## src/rtl/hcr_pkg.sv

```systemverilog
`timescale 1ns/1ps
package hcr_pkg;
   typedef enum logic [0:0] {SQ_IDLE = 1'b0, SQ_CONV = 1'b1} seq_e;
endpackage

```

## src/rtl/hcr_hit_store.sv

```systemverilog
`timescale 1ns/1ps
// Timestamp counter, per-channel pending flags and timestamp slots,
// and the saturating count of dropped hits.
module hcr_hit_store #(
   parameter int NCH   = 32,
   parameter int CH_W  = 5,
   parameter int TS_W  = 24,
   parameter int OVF_W = 8
) (
   input  logic              clk,
   input  logic              rst_n,
   input  logic [NCH-1:0]    hit_i,
   input  logic              rel_i,
   input  logic [CH_W-1:0]   rel_ch_i,
   output logic [NCH-1:0]    pend_o,
   output logic [TS_W-1:0]   rd_ts_o,
   output logic [OVF_W-1:0]  drop_cnt_o
);
   localparam int unsigned OVF_MAX = (2 ** OVF_W) - 1;

   logic [TS_W-1:0]  ts_cnt_q;
   logic [TS_W-1:0]  ts_slot_q [NCH];
   logic [NCH-1:0]   pend_q;
   logic [NCH-1:0]   drop_w;
   logic [OVF_W-1:0] ovf_q;
   logic [OVF_W-1:0] ovf_d;
   int unsigned      sum_w;

   always_ff @(posedge clk) begin
      if (!rst_n) ts_cnt_q <= '0;
      else        ts_cnt_q <= ts_cnt_q + TS_W'(1);
   end

   for (genvar g = 0; g < NCH; g++) begin : g_chan
      assign drop_w[g] = hit_i[g] & pend_q[g];
      always_ff @(posedge clk) begin
         if (!rst_n) begin
            pend_q[g]    <= 1'b0;
            ts_slot_q[g] <= '0;
         end else if (hit_i[g] && !pend_q[g]) begin
            pend_q[g]    <= 1'b1;
            ts_slot_q[g] <= ts_cnt_q;
         end else if (rel_i && rel_ch_i == CH_W'(g)) begin
            pend_q[g]    <= 1'b0;
         end
      end
   end

   always_comb begin
      sum_w = int'(ovf_q) + $countones(drop_w);
      ovf_d = (sum_w > OVF_MAX) ? OVF_W'(OVF_MAX) : OVF_W'(sum_w);
   end

   always_ff @(posedge clk) begin
      if (!rst_n) ovf_q <= '0;
      else        ovf_q <= ovf_d;
   end

   assign pend_o     = pend_q;
   assign rd_ts_o    = ts_slot_q[rel_ch_i];
   assign drop_cnt_o = ovf_q;
endmodule

```

## src/rtl/hcr_pick.sv

```systemverilog
`timescale 1ns/1ps
// Fixed-priority selector: lowest requesting index wins.
module hcr_pick #(
   parameter int NCH  = 32,
   parameter int CH_W = 5
) (
   input  logic [NCH-1:0]  req_i,
   output logic            any_o,
   output logic [CH_W-1:0] idx_o
);
   always_comb begin
      idx_o = '0;
      for (int i = NCH - 1; i >= 0; i--) begin
         if (req_i[i]) idx_o = CH_W'(i);
      end
      any_o = |req_i;
   end
endmodule

```

## src/rtl/hcr_conv_seq.sv

```systemverilog
`timescale 1ns/1ps
// Conversion and readout sequencer with ramp code and frame register.
module hcr_conv_seq
   import hcr_pkg::*;
#(
   parameter int CH_W  = 5,
   parameter int TS_W  = 24,
   parameter int ADC_W = 12,
   localparam int FRAME_W = CH_W + TS_W + ADC_W
) (
   input  logic               clk,
   input  logic               rst_n,
   input  logic               any_i,
   input  logic [CH_W-1:0]    pick_i,
   input  logic               cmp_i,
   input  logic [TS_W-1:0]    ts_i,
   output logic               act_o,
   output logic [CH_W-1:0]    ch_o,
   output logic [ADC_W-1:0]   ramp_o,
   output logic               rel_o,
   output logic [FRAME_W-1:0] frame_o,
   output logic               vld_o
);
   localparam logic [ADC_W-1:0] RAMP_MAX = '1;

   seq_e               st_q;
   logic [CH_W-1:0]    ch_q;
   logic [ADC_W-1:0]   ramp_q;
   logic [FRAME_W-1:0] frame_q;
   logic               vld_q;
   logic               done_w;

   assign done_w = (st_q == SQ_CONV) && (cmp_i || ramp_q == RAMP_MAX);

   always_ff @(posedge clk) begin
      if (!rst_n) begin
         st_q    <= SQ_IDLE;
         ch_q    <= '0;
         ramp_q  <= '0;
         frame_q <= '0;
         vld_q   <= 1'b0;
      end else begin
         vld_q <= 1'b0;
         case (st_q)
            SQ_IDLE: begin
               if (any_i) begin
                  ch_q   <= pick_i;
                  ramp_q <= '0;
                  st_q   <= SQ_CONV;
               end
            end
            SQ_CONV: begin
               if (done_w) begin
                  frame_q <= {ch_q, ts_i, ramp_q};
                  vld_q   <= 1'b1;
                  st_q    <= SQ_IDLE;
               end else begin
                  ramp_q <= ramp_q + ADC_W'(1);
               end
            end
            default: st_q <= SQ_IDLE;
         endcase
      end
   end

   assign act_o   = (st_q == SQ_CONV);
   assign ch_o    = ch_q;
   assign ramp_o  = ramp_q;
   assign rel_o   = done_w;
   assign frame_o = frame_q;
   assign vld_o   = vld_q;
endmodule

```

## src/rtl/hit_readout_mgr.sv

```systemverilog
`timescale 1ns/1ps
module hit_readout_mgr #(
   parameter int NCH   = 32,
   parameter int TS_W  = 24,
   parameter int ADC_W = 12,
   parameter int OVF_W = 8,
   localparam int CH_W    = $clog2(NCH),
   localparam int FRAME_W = CH_W + TS_W + ADC_W
) (
   input  logic               clk,
   input  logic               rst_n,
   input  logic [NCH-1:0]     hit_i,
   input  logic               cmp_i,
   output logic               conv_act_o,
   output logic [CH_W-1:0]    conv_ch_o,
   output logic [ADC_W-1:0]   ramp_o,
   output logic [FRAME_W-1:0] frame_o,
   output logic               frame_vld_o,
   output logic [OVF_W-1:0]   drop_cnt_o
);
   if (NCH < 2) begin : g_bad_nch
      $error("hit_readout_mgr: NCH must be at least 2");
   end
   if (TS_W < 1 || ADC_W < 2) begin : g_bad_w
      $error("hit_readout_mgr: TS_W must be >= 1 and ADC_W >= 2");
   end
   if (OVF_W < 1 || OVF_W > 30) begin : g_bad_ovf
      $error("hit_readout_mgr: OVF_W must lie in 1..30");
   end

   logic [NCH-1:0]  pend_w;
   logic [TS_W-1:0] sel_ts_w;
   logic            any_w;
   logic [CH_W-1:0] pick_w;
   logic            rel_w;

   hcr_hit_store #(.NCH(NCH), .CH_W(CH_W), .TS_W(TS_W), .OVF_W(OVF_W)) u_store (
      .clk        (clk),
      .rst_n      (rst_n),
      .hit_i      (hit_i),
      .rel_i      (rel_w),
      .rel_ch_i   (conv_ch_o),
      .pend_o     (pend_w),
      .rd_ts_o    (sel_ts_w),
      .drop_cnt_o (drop_cnt_o)
   );

   hcr_pick #(.NCH(NCH), .CH_W(CH_W)) u_pick (
      .req_i (pend_w),
      .any_o (any_w),
      .idx_o (pick_w)
   );

   hcr_conv_seq #(.CH_W(CH_W), .TS_W(TS_W), .ADC_W(ADC_W)) u_seq (
      .clk     (clk),
      .rst_n   (rst_n),
      .any_i   (any_w),
      .pick_i  (pick_w),
      .cmp_i   (cmp_i),
      .ts_i    (sel_ts_w),
      .act_o   (conv_act_o),
      .ch_o    (conv_ch_o),
      .ramp_o  (ramp_o),
      .rel_o   (rel_w),
      .frame_o (frame_o),
      .vld_o   (frame_vld_o)
   );
endmodule

```

## config.mk

```make
export PLATFORM = sky130hd
export DESIGN_NAME = hit_readout_mgr
export DESIGN_NICKNAME = d
export VERILOG_FILES = /design/src/rtl/hcr_pkg.sv /design/src/rtl/hcr_hit_store.sv /design/src/rtl/hcr_pick.sv /design/src/rtl/hcr_conv_seq.sv /design/src/rtl/hit_readout_mgr.sv
export SDC_FILE = /design/constraint.sdc
export NUM_CORES = 1
export LEC_CHECK = 0
export CAP_MARGIN = 20
export CORE_MARGIN = 5
export CORE_UTILIZATION = 40
export DETAILED_ROUTE_END_ITERATION = 10
export SYNTH_ARGS = -nofsm -noshare
export SYNTH_HDL_FRONTEND = slang
export SYNTH_HIERARCHICAL = 1
export SYNTH_SLANG_ARGS = --single-unit
```

## constraint.sdc

```tcl
create_clock -name clk -period 12.3 [get_ports clk]
set_input_delay 2.46 -clock clk [delete_from_list [all_inputs] [get_ports clk]]
set_output_delay 2.46 -clock clk [all_outputs]
set_load 0.02 [all_outputs]
```

Word level (Yosys, flattened, before mapping):

Memories as Yosys holds them, arrays and structs flattened. A register that Yosys moved wholly into a read port is not among the register bits.
Index checks and enable logic that the tools add are counted.

* register bits after elaboration: 124
* RAM bits: 768
* input bits: 35
* output and inout bits: 68
* word-level logic and storage cells: 544
* memories: 1

* add/sub/neg operators: 34
* $lt $le $gt $ge: 1
* equal/unequal tests: 34
* multiplexer cells: 233
* bitwise logic cells: 65
* reduce and logical (&&, ||, !) cells: 137

Memories
* u_store.ts_slot_q: words 32, bits a word 24, read ports 1, clocked after memory_dff 1, write ports 32, line hcr_hit_store.sv:22 `logic [TS_W-1:0] ts_slot_q [NCH];`

Operator list (count)
* $mux W24: 32
* $add A32 B32 Y32: 15
* $mux W1: 164
* $mux W5: 32
* $eq A5 B5 Y1 const B: 16
* $logic_and A1 B1 Y1: 65
* $reduce_bool A2 Y1: 32
* $eq A5 B4 Y1 const B: 8
* $logic_not A1 Y1: 33
* $add A1 B1 Y2: 16
* $add A9 B32 Y32: 1
* $and A1 B1 Y1: 32
* $gt A32 B8 Y1 const B: 1
* $or A1 B1 Y1: 32
* $reduce_or A32 Y1: 1
* $add A24 B1 Y24 const B: 1
* $mux W12: 2
* $pmux W12 S2: 1
* $eq A5 B3 Y1 const B: 4
* $add A12 B1 Y12 const B: 1
* $eq A12 B12 Y1 const B: 1
* $eq A5 B2 Y1 const B: 2
* $mux W8: 1
* $reduce_and A2 Y1: 4
* other kinds (6): 7

Depth between registers and ports, before layout:

Gate-level depths: netlist (run 1).

* depth after elaboration: 32
* depth in mapped cells: 17
* depth with buffers taken out: 17

Cells and area by module:

Netlist (run 1), hierarchy kept.

By module, submodules not included
* hcr_hit_store: instances 1, cells each 2703, area each 38619.5 µm², sequential area each 24343.3 µm²
* hcr_conv_seq: instances 1, cells each 283, area each 2507.4 µm², sequential area each 1201.2 µm²
* hcr_pick: instances 1, cells each 65, area each 385.4 µm², sequential area each 0.0 µm²

Worst setup path before layout (run 1):

No wires, ideal clock.

* path kind: input to register
* start point: input port hit_i[8]
* end point: register u_store.ovf_q[2], in the netlist u_store/drop_cnt_o[2]
* library setup time: 58 ps
* arrival: 7182 ps
* required time: 12242 ps
* path slack: 5059 ps
* cell stages on the path: 17
* path buffers: 0
* cells stage by stage: and2_1 fa_1 inv_1 fa_1 fa_1 fa_1 fa_1 inv_1 fa_1 fa_1 inv_1 fa_1 nand2b_1 a21oi_1 nor2_1 o21ai_1 o21a_1

* cells in the longest elaborated chain, start to end: 9

RTL lines
* start, declared: line hit_readout_mgr.sv:12 `input logic [NCH-1:0] hit_i,`
* $and A1 B1 Y1 *: line hcr_hit_store.sv:35 `assign drop_w[g] = hit_i[g] & pend_q[g];`
* $add A1 B1 Y2 (not written as such) *: line hcr_hit_store.sv:50 `sum_w = int'(ovf_q) + $countones(drop_w);`
* $add A32 B32 Y32 (not written as such) * (4 in series): line hcr_hit_store.sv:50
* $add A9 B32 Y32 *: line hcr_hit_store.sv:50
* $gt A32 B8 Y1: line hcr_hit_store.sv:51 `ovf_d = (sum_w > OVF_MAX) ? OVF_W'(OVF_MAX) : OVF_W'(sum_w);`
* $mux W8 *: line hcr_hit_store.sv:51
* end signal, assigned: line hcr_hit_store.sv:56 `else ovf_q <= ovf_d;`
* end, declared: line hcr_hit_store.sv:25 `logic [OVF_W-1:0] ovf_q;`

Every way passes the cells marked *; elsewhere a longest branch is shown, timed or not.
A chain may end at the register's enable or synchronous reset.

Worst setup path after layout (run 1):

* start point: input port hit_i[8]
* end point: register u_store.ovf_q[6], in the netlist u_store/drop_cnt_o[6]

The elaborated chain is that of the path after synthesis.

==> out/metrics.cfg, run 1 <==
[layout]
drive_gt1_share_pct=14.3
syn_to_final_growth_pct=14.6
nets=3156

[routing]
ant_nets=0
drt-total-wl_mm=120
vias=25600
drc=0
post_drt_wl_per_cell_um=26.5
drtPass1Iterations=5
viasPerCell=5.63
drtIter0Drc=2631

[critical_path]
cp.arrival_ps=8050
cp.required_ps=12910
worstSetupPathType=primary input to flop
endpoint_kind=flop
cp_max_fo=7
critPathLaunchType=primary input

[sta]
finalHoldViolations=0
maxSlewHeadroom_pct=22.3
worst_pin_slew_ps=1160
period_share_pct=60.5
tns_ps=0
clock_skew_ps=45.7
fmax_mhz=134
setup_viol=0
drv_slew=0
hold_ws_ps=455
min_period_ps=7440
rsz0062_at_grt=false

[global_routing]
grt_pass1_vias=25900
grt_max_degree=139
overflow=0
grt_usage_pct=21.3
grt_pass1_wl_mm=176
antenna_found_initial=2

[place]
port_buffers=102
dp_hpwl_mm=73.5
routabilityCongestion=0.858

[job]
max_cap_viol_count=0

[synthesis]
synth_area_leaders=edfxtp_1, and2_1, mux4_2, dfxtp_1, mux2i_1
synth_seq_area_share_pct=61.5
ys.flop_type=edfxtp_1
synth_edf_count=768
syn_inst=3051
yosys.area.top_type=edfxtp_1
synth.avg_cell_area_um2=13.6
synth_fp_nets=3129
synth_top_area_share_pct=55.6
ys_types=73
yosysWarnings=6
async_flop_share_pct=0
synth_area_mm2=0.0415
ys_ff_latch=892

[clock_network]
hold_buffers=0
clockRootBuffer=clkbuf_16
clock-sinks=892
clk_pin_slew_ps=60
clk_path_buf_depth=3
clock_latency_ps=670
cts_setup_buffers=0
h-tree-depth=3
cts_tree=done
cts_resized=0
cts_buffers=96

[floorplan]
die_w_um=332
die_h_um=332
ioPinCount=103
dieArea_mm2=0.110
initial_core_util_pct=40.2
core-area_mm2=0.103
rows=118

[power_and_ir_drop]
combPwrFrac_pct=12.8
p_sw_share_pct=25.2
switchingPower_mw=1.85
p_int_mw=5.49
peakVddDrop_uv=129
leakagePower_nw=17.1
seqPwrFrac_pct=48.1
power_density_mw_per_mm2=154
clockPowerShare_pct=39.1

[run_status]
status=finished, final reports clean

[hold_path]
hold_class=flop to flop

==> cells by family after synthesis <==
logic type	after synthesis	share of synthesized area (%)
adders and majority gates	43	1.77
buffers and inverters	335	3.62
and+or+nand+nor	1108	16.2
xor gates and xnor gates	24	0.506
AOI/OAI and AO/OA	345	5.39
DFF	892	61.5
muxes	304	11.0
==> cell usage in the layout, fill, tap and decap left out, drive strengths merged, types with 4 or more instances in the layout <==
cell           count
and2             802
edfxtp           768
mux2i            183
nand2            132
dfxtp            124
clkbuf           124
mux4             121
clkdlybuf4s50    101
buf               92
o21ai             77
inv               73
o22ai             60
a31oi             44
clkinv            43
a21oi             39
nor3b             35
nor2              32
a211oi            27
fa                26
a22oi             24
a22o              23
nor4              23
ha                17
xnor2             15
nor3              15
nand2b            13
o221ai            13
nand3             12
o21a              11
or3               10
xor2               9
nor2b              9
bufinv             8
nand4              8
o31ai              7
or4                7
and4               4
a21boi             4
==> sequential cells by signal (all words and copies together) (netlist names) <==
register,count
u_seq/ramp_o,12
u_seq/act_o,1
u_store/drop_cnt_o,8
u_store/ts_slot_q,768
u_store/pend_o,32
u_seq/vld_o,1
u_seq/ch_o,5
u_store/ts_cnt_q,24
u_seq/frame_o,41
==> layout make-up <==
type | instances | area, um^2
Tap cell | 1380 | 1730
Antenna cell | 2 | 5.00
Multi-Input combinational cell | 1824 | 14900
Sequential cell | 892 | 25600
Clock buffer | 124 | 2600
Clock inverter | 55 | 531
Inverter | 71 | 267
Timing Repair Buffer | 193 | 1950
Fill cell | 9163 | 55800
==> routing by layer <==
| layer | wire length [um] | vias to the layer above | share of wire (%) | track usage, % |
|---|---|---|---|---|
| met4 | 3330 | 0 | 2.8 | 6.21 |
| li1 | - | 11100 | - | - |
| met3 | 8970 | 177 | 7.4 | 3.42 |
| met5 | 0 | - | 0 | 0 |
| met1 | 51600 | 13200 | 43 | 30.0 |
| met2 | 56600 | 1102 | 47 | 34.3 |
==> critical path, cell delays in order <==
cell and delay, ps:
clkdlybuf4s50_1 430, and2_1 190, fa_1 530, inv_1 90, fa_1 600, fa_1 440, fa_1 470, fa_1 490
inv_1 50, fa_1 490, fa_1 220, inv_1 80, fa_1 440, nand2b_1 180, a21oi_1 180, nor2_1 90
o21ai_1 400, o21a_1 200
==> synth_stat cells, drive strengths merged (13+ instances only) <==
cell type / count
clkbuf: 180
nand2: 132
o21ai: 77
mux4: 121
a31oi: 44
xnor2: 15
nor3: 15
nor3b: 35
ha: 17
a22o: 23
nor4: 23
a22oi: 24
nor2: 32
a21oi: 39
o22ai: 60
inv: 70
nand2b: 13
edfxtp: 768
o221ai: 13
fa: 26
mux2i: 183
a211oi: 27
dfxtp: 124
buf: 84
and2: 802
==> per-stage QoR <==
step	util (%)	std cells	cell area, um^2	setup slack [ps]	power (mW)
after floorplan	-	3051	41500	5060	4.19
after global placement	42.6	4342	44100	4290	4.48
after detailed placement	42.8	4353	44300	4200	4.52
after CTS	45.9	4532	47400	4880	7.38
after global routing	46.0	4539	47600	4610	7.61
final	46.0	4541	47600	4860	7.34
==> power by group through the flow <==
stage | clock, mW | combinational, mW | sequential (mW)
2_1_floorplan | 0 | 0.617 | 3.57
3_5_place_dp | 0 | 0.927 | 3.60
6_report | 2.87 | 0.941 | 3.53
3_3_place_gp | 0 | 0.896 | 3.58
4_1_cts | 2.92 | 0.931 | 3.53
5_1_grt | 3.04 | 1.02 | 3.55
==> final timing paths <==
| kind | startpoint | endpoint | slack (ps) | cells after the start |
|---|---|---|---|---|
| max | hit_i[8] | u_store/drop_cnt_o[6] | 4860 | 18 |
| min | u_seq/frame_o[2] | u_seq/frame_o[2] | 450 | 2 |
| max reg2reg | u_store/pend_o[14] | u_store/drop_cnt_o[6] | 6550 | 16 |
| min reg2reg | u_seq/frame_o[2] | u_seq/frame_o[2] | 450 | 2 |
(Power assumes the default switching activity.)
==> run 2, diff against run 1 <==
==> constraint.sdc (replaced) <==
create_clock -name clk -period 6.9 [get_ports clk]
set_input_delay 1.38 -clock clk [delete_from_list [all_inputs] [get_ports clk]]
set_output_delay 1.38 -clock clk [all_outputs]
set_load 0.02 [all_outputs]
==> out/metrics.cfg, run 2 (synthesized netlist as in run 1, its figures left out) <==
[critical_path]
cp.arrival_ps=6920
r2r_start=u_store/pend_o[14]
critPathLaunchType=primary input
endpoint_kind=flop
cp.required_ps=7510
worstSetupPathType=primary input to flop
cp_max_fo=7
critPathLaunch=hit_i[14]

[place]
pre_cts_slack_ps=-74.4
port_buffers=102
routabilityCongestion=0.887
dp_cells=4358
dp_hpwl_mm=75.0

[sta]
hold_ws_ps=459
maxSlewHeadroom_pct=20.5
worst_pin_slew_ps=1190
worst_slack_ps=585
setup_viol=0
min_period_ps=6320
clock_skew_ps=42.4
rsz0062_at_grt=false
fmax_mhz=158
finalHoldViolations=0
drv_slew=0
tns_ps=0
period_share_pct=91.5

[routing]
drt-total-wl_mm=121
drtIter0Drc=2401
drc=0
ant_nets=0
viasPerCell=5.67
vias=25800
post_drt_wl_per_cell_um=26.7
drtPass1Iterations=5

[clock_network]
clk_pin_slew_ps=60
clock-sinks=892
cts_tree=done
cts_buffers=97
clock_latency_ps=680
h-tree-depth=3
hold_buffers=0
clockRootBuffer=clkbuf_16
cts_setup_buffers=0
clk_path_buf_depth=3
cts_resized=0

[power_and_ir_drop]
leakagePower_nw=17.1
peakVddDrop_uv=212
power_density_mw_per_mm2=276

[global_routing]
use_met1_pct=30.5
grt_max_degree=99
grt-busiest-layer=met2
overflow=0
grt_pass1_wl_mm=176
grt_usage_pct=21.3
grtUsageMet3_pct=3.57
grt_use_met2_pct=33.9
antenna_found_initial=4
grt_pass1_vias=25800

[floorplan]
ioPinCount=103
dieArea_mm2=0.110
core-area_mm2=0.103
die_w_um=332
rows=118
initial_core_util_pct=40.2
die_h_um=332

[run_status]
status=finished, final reports clean

[layout]
fillers=9109
final_common_cell=and2_1
nets=3164
drive_gt1_share_pct=14.2
stdcell_count=4549
final_util_pct=46.0
top_register=u_store/ts_slot_q
syn_to_final_growth_pct=14.6
largest_reg_flops=768
final_cell_mix=and2_1, edfxtp_1, mux2i_1, nand2_1, mux4_2

[hold_path]
hp-start=u_seq/frame_o[19]
hold_class=flop to flop

[job]
max_cap_viol_count=0

run 2: changes by cell type in the layout (fill, tap and decap cells not counted), moves of 2 or more:
cell,previous run,this run
clkinv_1,19,28
clkinv_2,19,11
buf_16,7,1
buf_8,11,16
buf_12,2,5
buf_4,71,74
inv_16,0,2
run 2: stage by stage:
stage | total power [mW] | area, um^2
2_1_floorplan | 7.46 | 41500
3_3_place_gp | 8.00 | 44100
3_5_place_dp | 8.10 | 44300
4_1_cts | 13.2 | 47400
5_1_grt | 13.6 | 47600
6_report | 13.1 | 47600
run 2: final timing paths:
| check | to | slack (ps) | cells after the start |
|---|---|---|---|
| worst max-delay path | u_store/drop_cnt_o[2] | 580 | 18 |
| worst min-delay path | u_seq/frame_o[19] | 460 | 2 |
| worst max register to register | u_store/drop_cnt_o[2] | 1160 | 17 |
| worst min register to register | u_seq/frame_o[19] | 460 | 2 |
run 2: report_power, final:
part	switching [mW]	leakage [nW]	total [mW]	internal (mW)
clock network	2.17	1.51	5.10	2.93
registers	0.155	9.34	6.30	6.14
logic	1.04	6.25	1.72	0.685
run 2: cell type report:
cell class	count	area (um^2)	area share, %
clock buffers	124	2590	5.45
well taps	1380	1730	3.63
repair buffers	200	1960	4.12
diodes	1	2.50	0.00526
clock inverters	57	532	1.12
inverters	71	267	0.560
flip-flops and latches	892	25600	53.8
multi-input cells	1824	14900	31.4
run 2: per-layer routing:
| layer | part of all wire [%] | vias to the layer above | wire (um) |
|---|---|---|---|
| met2 | 46 | 1168 | 56300 |
| met4 | 2.9 | 0 | 3510 |
| met5 | 0 | - | 0 |
| met3 | 7.8 | 186 | 9460 |
| li1 | - | 11200 | - |
| met1 | 43 | 13300 | 52000 |
run 2: critical path: stages:
cell and delay [ps]:
clkdlybuf4s50_1 510, nand2_1 110, fa_1 640, fa_1 490, fa_1 580, fa_1 430, fa_1 500, inv_1 60
fa_1 500, fa_1 230, inv_1 90, fa_1 470, nand2b_1 210, a21oi_1 210, nor2_1 100, o21ai_1 140
buf_4 160, o21a_1 120
==> run 3, diff against run 2 <==
--- a/config.mk
+++ b/config.mk
@@ -5,10 +5,10 @@
 export SDC_FILE = /design/constraint.sdc
 export NUM_CORES = 1
 export LEC_CHECK = 0
-export CAP_MARGIN = 20
 export CORE_MARGIN = 5
 export CORE_UTILIZATION = 40
 export DETAILED_ROUTE_END_ITERATION = 10
+export PLACE_DENSITY = 0.55
 export SYNTH_ARGS = -nofsm -noshare
 export SYNTH_HDL_FRONTEND = slang
 export SYNTH_HIERARCHICAL = 1
==> out/metrics.cfg, run 3 (synthesized netlist as in run 1, its figures left out) <==
[floorplan]
die_w_um=332
rows=118
ioPinCount=103
initial_core_util_pct=40.2
dieArea_mm2=0.110
core-area_mm2=0.103
die_h_um=332

[clock_network]
clockRootBuffer=clkbuf_16
cts_setup_buffers=0
clock_latency_ps=670
clock-sinks=892
hold_buffers=0
cts_resized=0
cts_buffers=99
clk_pin_slew_ps=60
cts_tree=done
h-tree-depth=3
clk_path_buf_depth=3

[power_and_ir_drop]
total_power_mw=13.1
leakagePower_nw=17.0
seqPwrFrac_pct=48.0
p_int_mw=9.78
p_sw_share_pct=25.5
peakVddDrop_uv=201
power_density_mw_per_mm2=277
clockPowerShare_pct=39.2
switchingPower_mw=3.35
combPwrFrac_pct=12.8

[sta]
fmax_mhz=158
clock_skew_ps=21.3
tns_ps=0
finalHoldViolations=0
worst_pin_slew_ps=1450
maxSlewHeadroom_pct=3.23
min_period_ps=6330
drv_slew=0
rsz0062_at_grt=false
setup_viol=0
worst_slack_ps=572
period_share_pct=91.7

[critical_path]
worstSetupPathType=primary input to flop
cp.arrival_ps=6930
cp_max_fo=7
critPathLaunchType=primary input
cp.required_ps=7500
endpoint_kind=flop

[routing]
vias=25300
drc=0
ant_nets=0
drtIter0Drc=2087
drt-total-wl_mm=124
post_drt_wl_per_cell_um=27.3
viasPerCell=5.57
drtPass1Iterations=5

[place]
port_buffers=102
routabilityCongestion=0.892
dp_hpwl_mm=74.5
pre_cts_slack_ps=-35.9

[layout]
drive_gt1_share_pct=14.2
final_common_cell=and2_1
final_cell_mix=and2_1, edfxtp_1, mux2i_1, nand2_1, mux4_2
nets=3150
syn_to_final_growth_pct=14.0
top_register=u_store/ts_slot_q
largest_reg_flops=768
fillers=9198

[global_routing]
grt_usage_pct=22.0
overflow=0
grt_pass1_wl_mm=180
grt_max_degree=104
antenna_found_initial=9
grt_pass1_vias=25900

[job]
max_cap_viol_count=0

[run_status]
status=finished, final reports clean

[hold_path]
hold_class=flop to flop

-- run 3: per-layer routing --
metal  vias to the layer above  routed length (um)  global-route usage (%)  part of all wire, %
met4                         4                3770                    6.25                  3.0
met2                       936               58300                    35.7                   47
met1                     13000               53700                    30.6                   43
li1                      11100                   -                       -                    -
met5                         -                  31                       0                0.025
met3                       201                8420                    4.08                  6.8
-- run 3: final timing paths --
check,from,end,slack (ps),cells after the start
max,hit_i[26],u_store/drop_cnt_o[6],570,18
min,u_seq/frame_o[19],u_seq/frame_o[19],460,2
max reg2reg,u_store/pend_o[24],u_store/drop_cnt_o[6],1220,17
min reg2reg,u_seq/frame_o[19],u_seq/frame_o[19],460,2
-- run 3: stage by stage --
stage,hold WS (ps),util [%],cells,area (um^2)
floorplan,478,-,3051,41500
global placement,444,42.7,4351,44200
detailed placement,453,42.7,4351,44200
CTS,462,45.8,4537,47300
global route,473,45.8,4537,47300
finish,460,45.8,4545,47300
-- run 3: area by class of cell --
cell class              instances  area [um^2]  share of cell area, %
flip-flops and latches        892        25600                   54.0
inverters                      71          267                  0.563
diodes                          8         20.0                 0.0423
clock inverters                61          507                   1.07
repair buffers                184         1690                   3.57
multi-input cells            1824        14900                   31.5
clock buffers                 125         2640                   5.57
well taps                    1380         1730                   3.65
-- run 3: power by group through the flow --
stage	Clock [mW]	Combinational [mW]	Sequential, mW
after floorplan	0	1.10	6.36
after global placement	0	1.63	6.40
after detailed placement	0	1.68	6.41
after CTS	5.24	1.68	6.30
after global routing	5.46	1.81	6.33
final	5.14	1.68	6.30
-- run 3: critical path, stage by stage --
cell	delay (ps)
clkdlybuf4s50_1	510
nand2_1	90
fa_1	560
fa_1	600
fa_1	470
fa_1	520
fa_1	490
inv_1	50
fa_1	500
fa_1	250
inv_1	90
fa_1	470
nand2b_1	210
a21oi_1	220
nor2_1	100
o21ai_1	140
buf_4	160
o21a_1	130
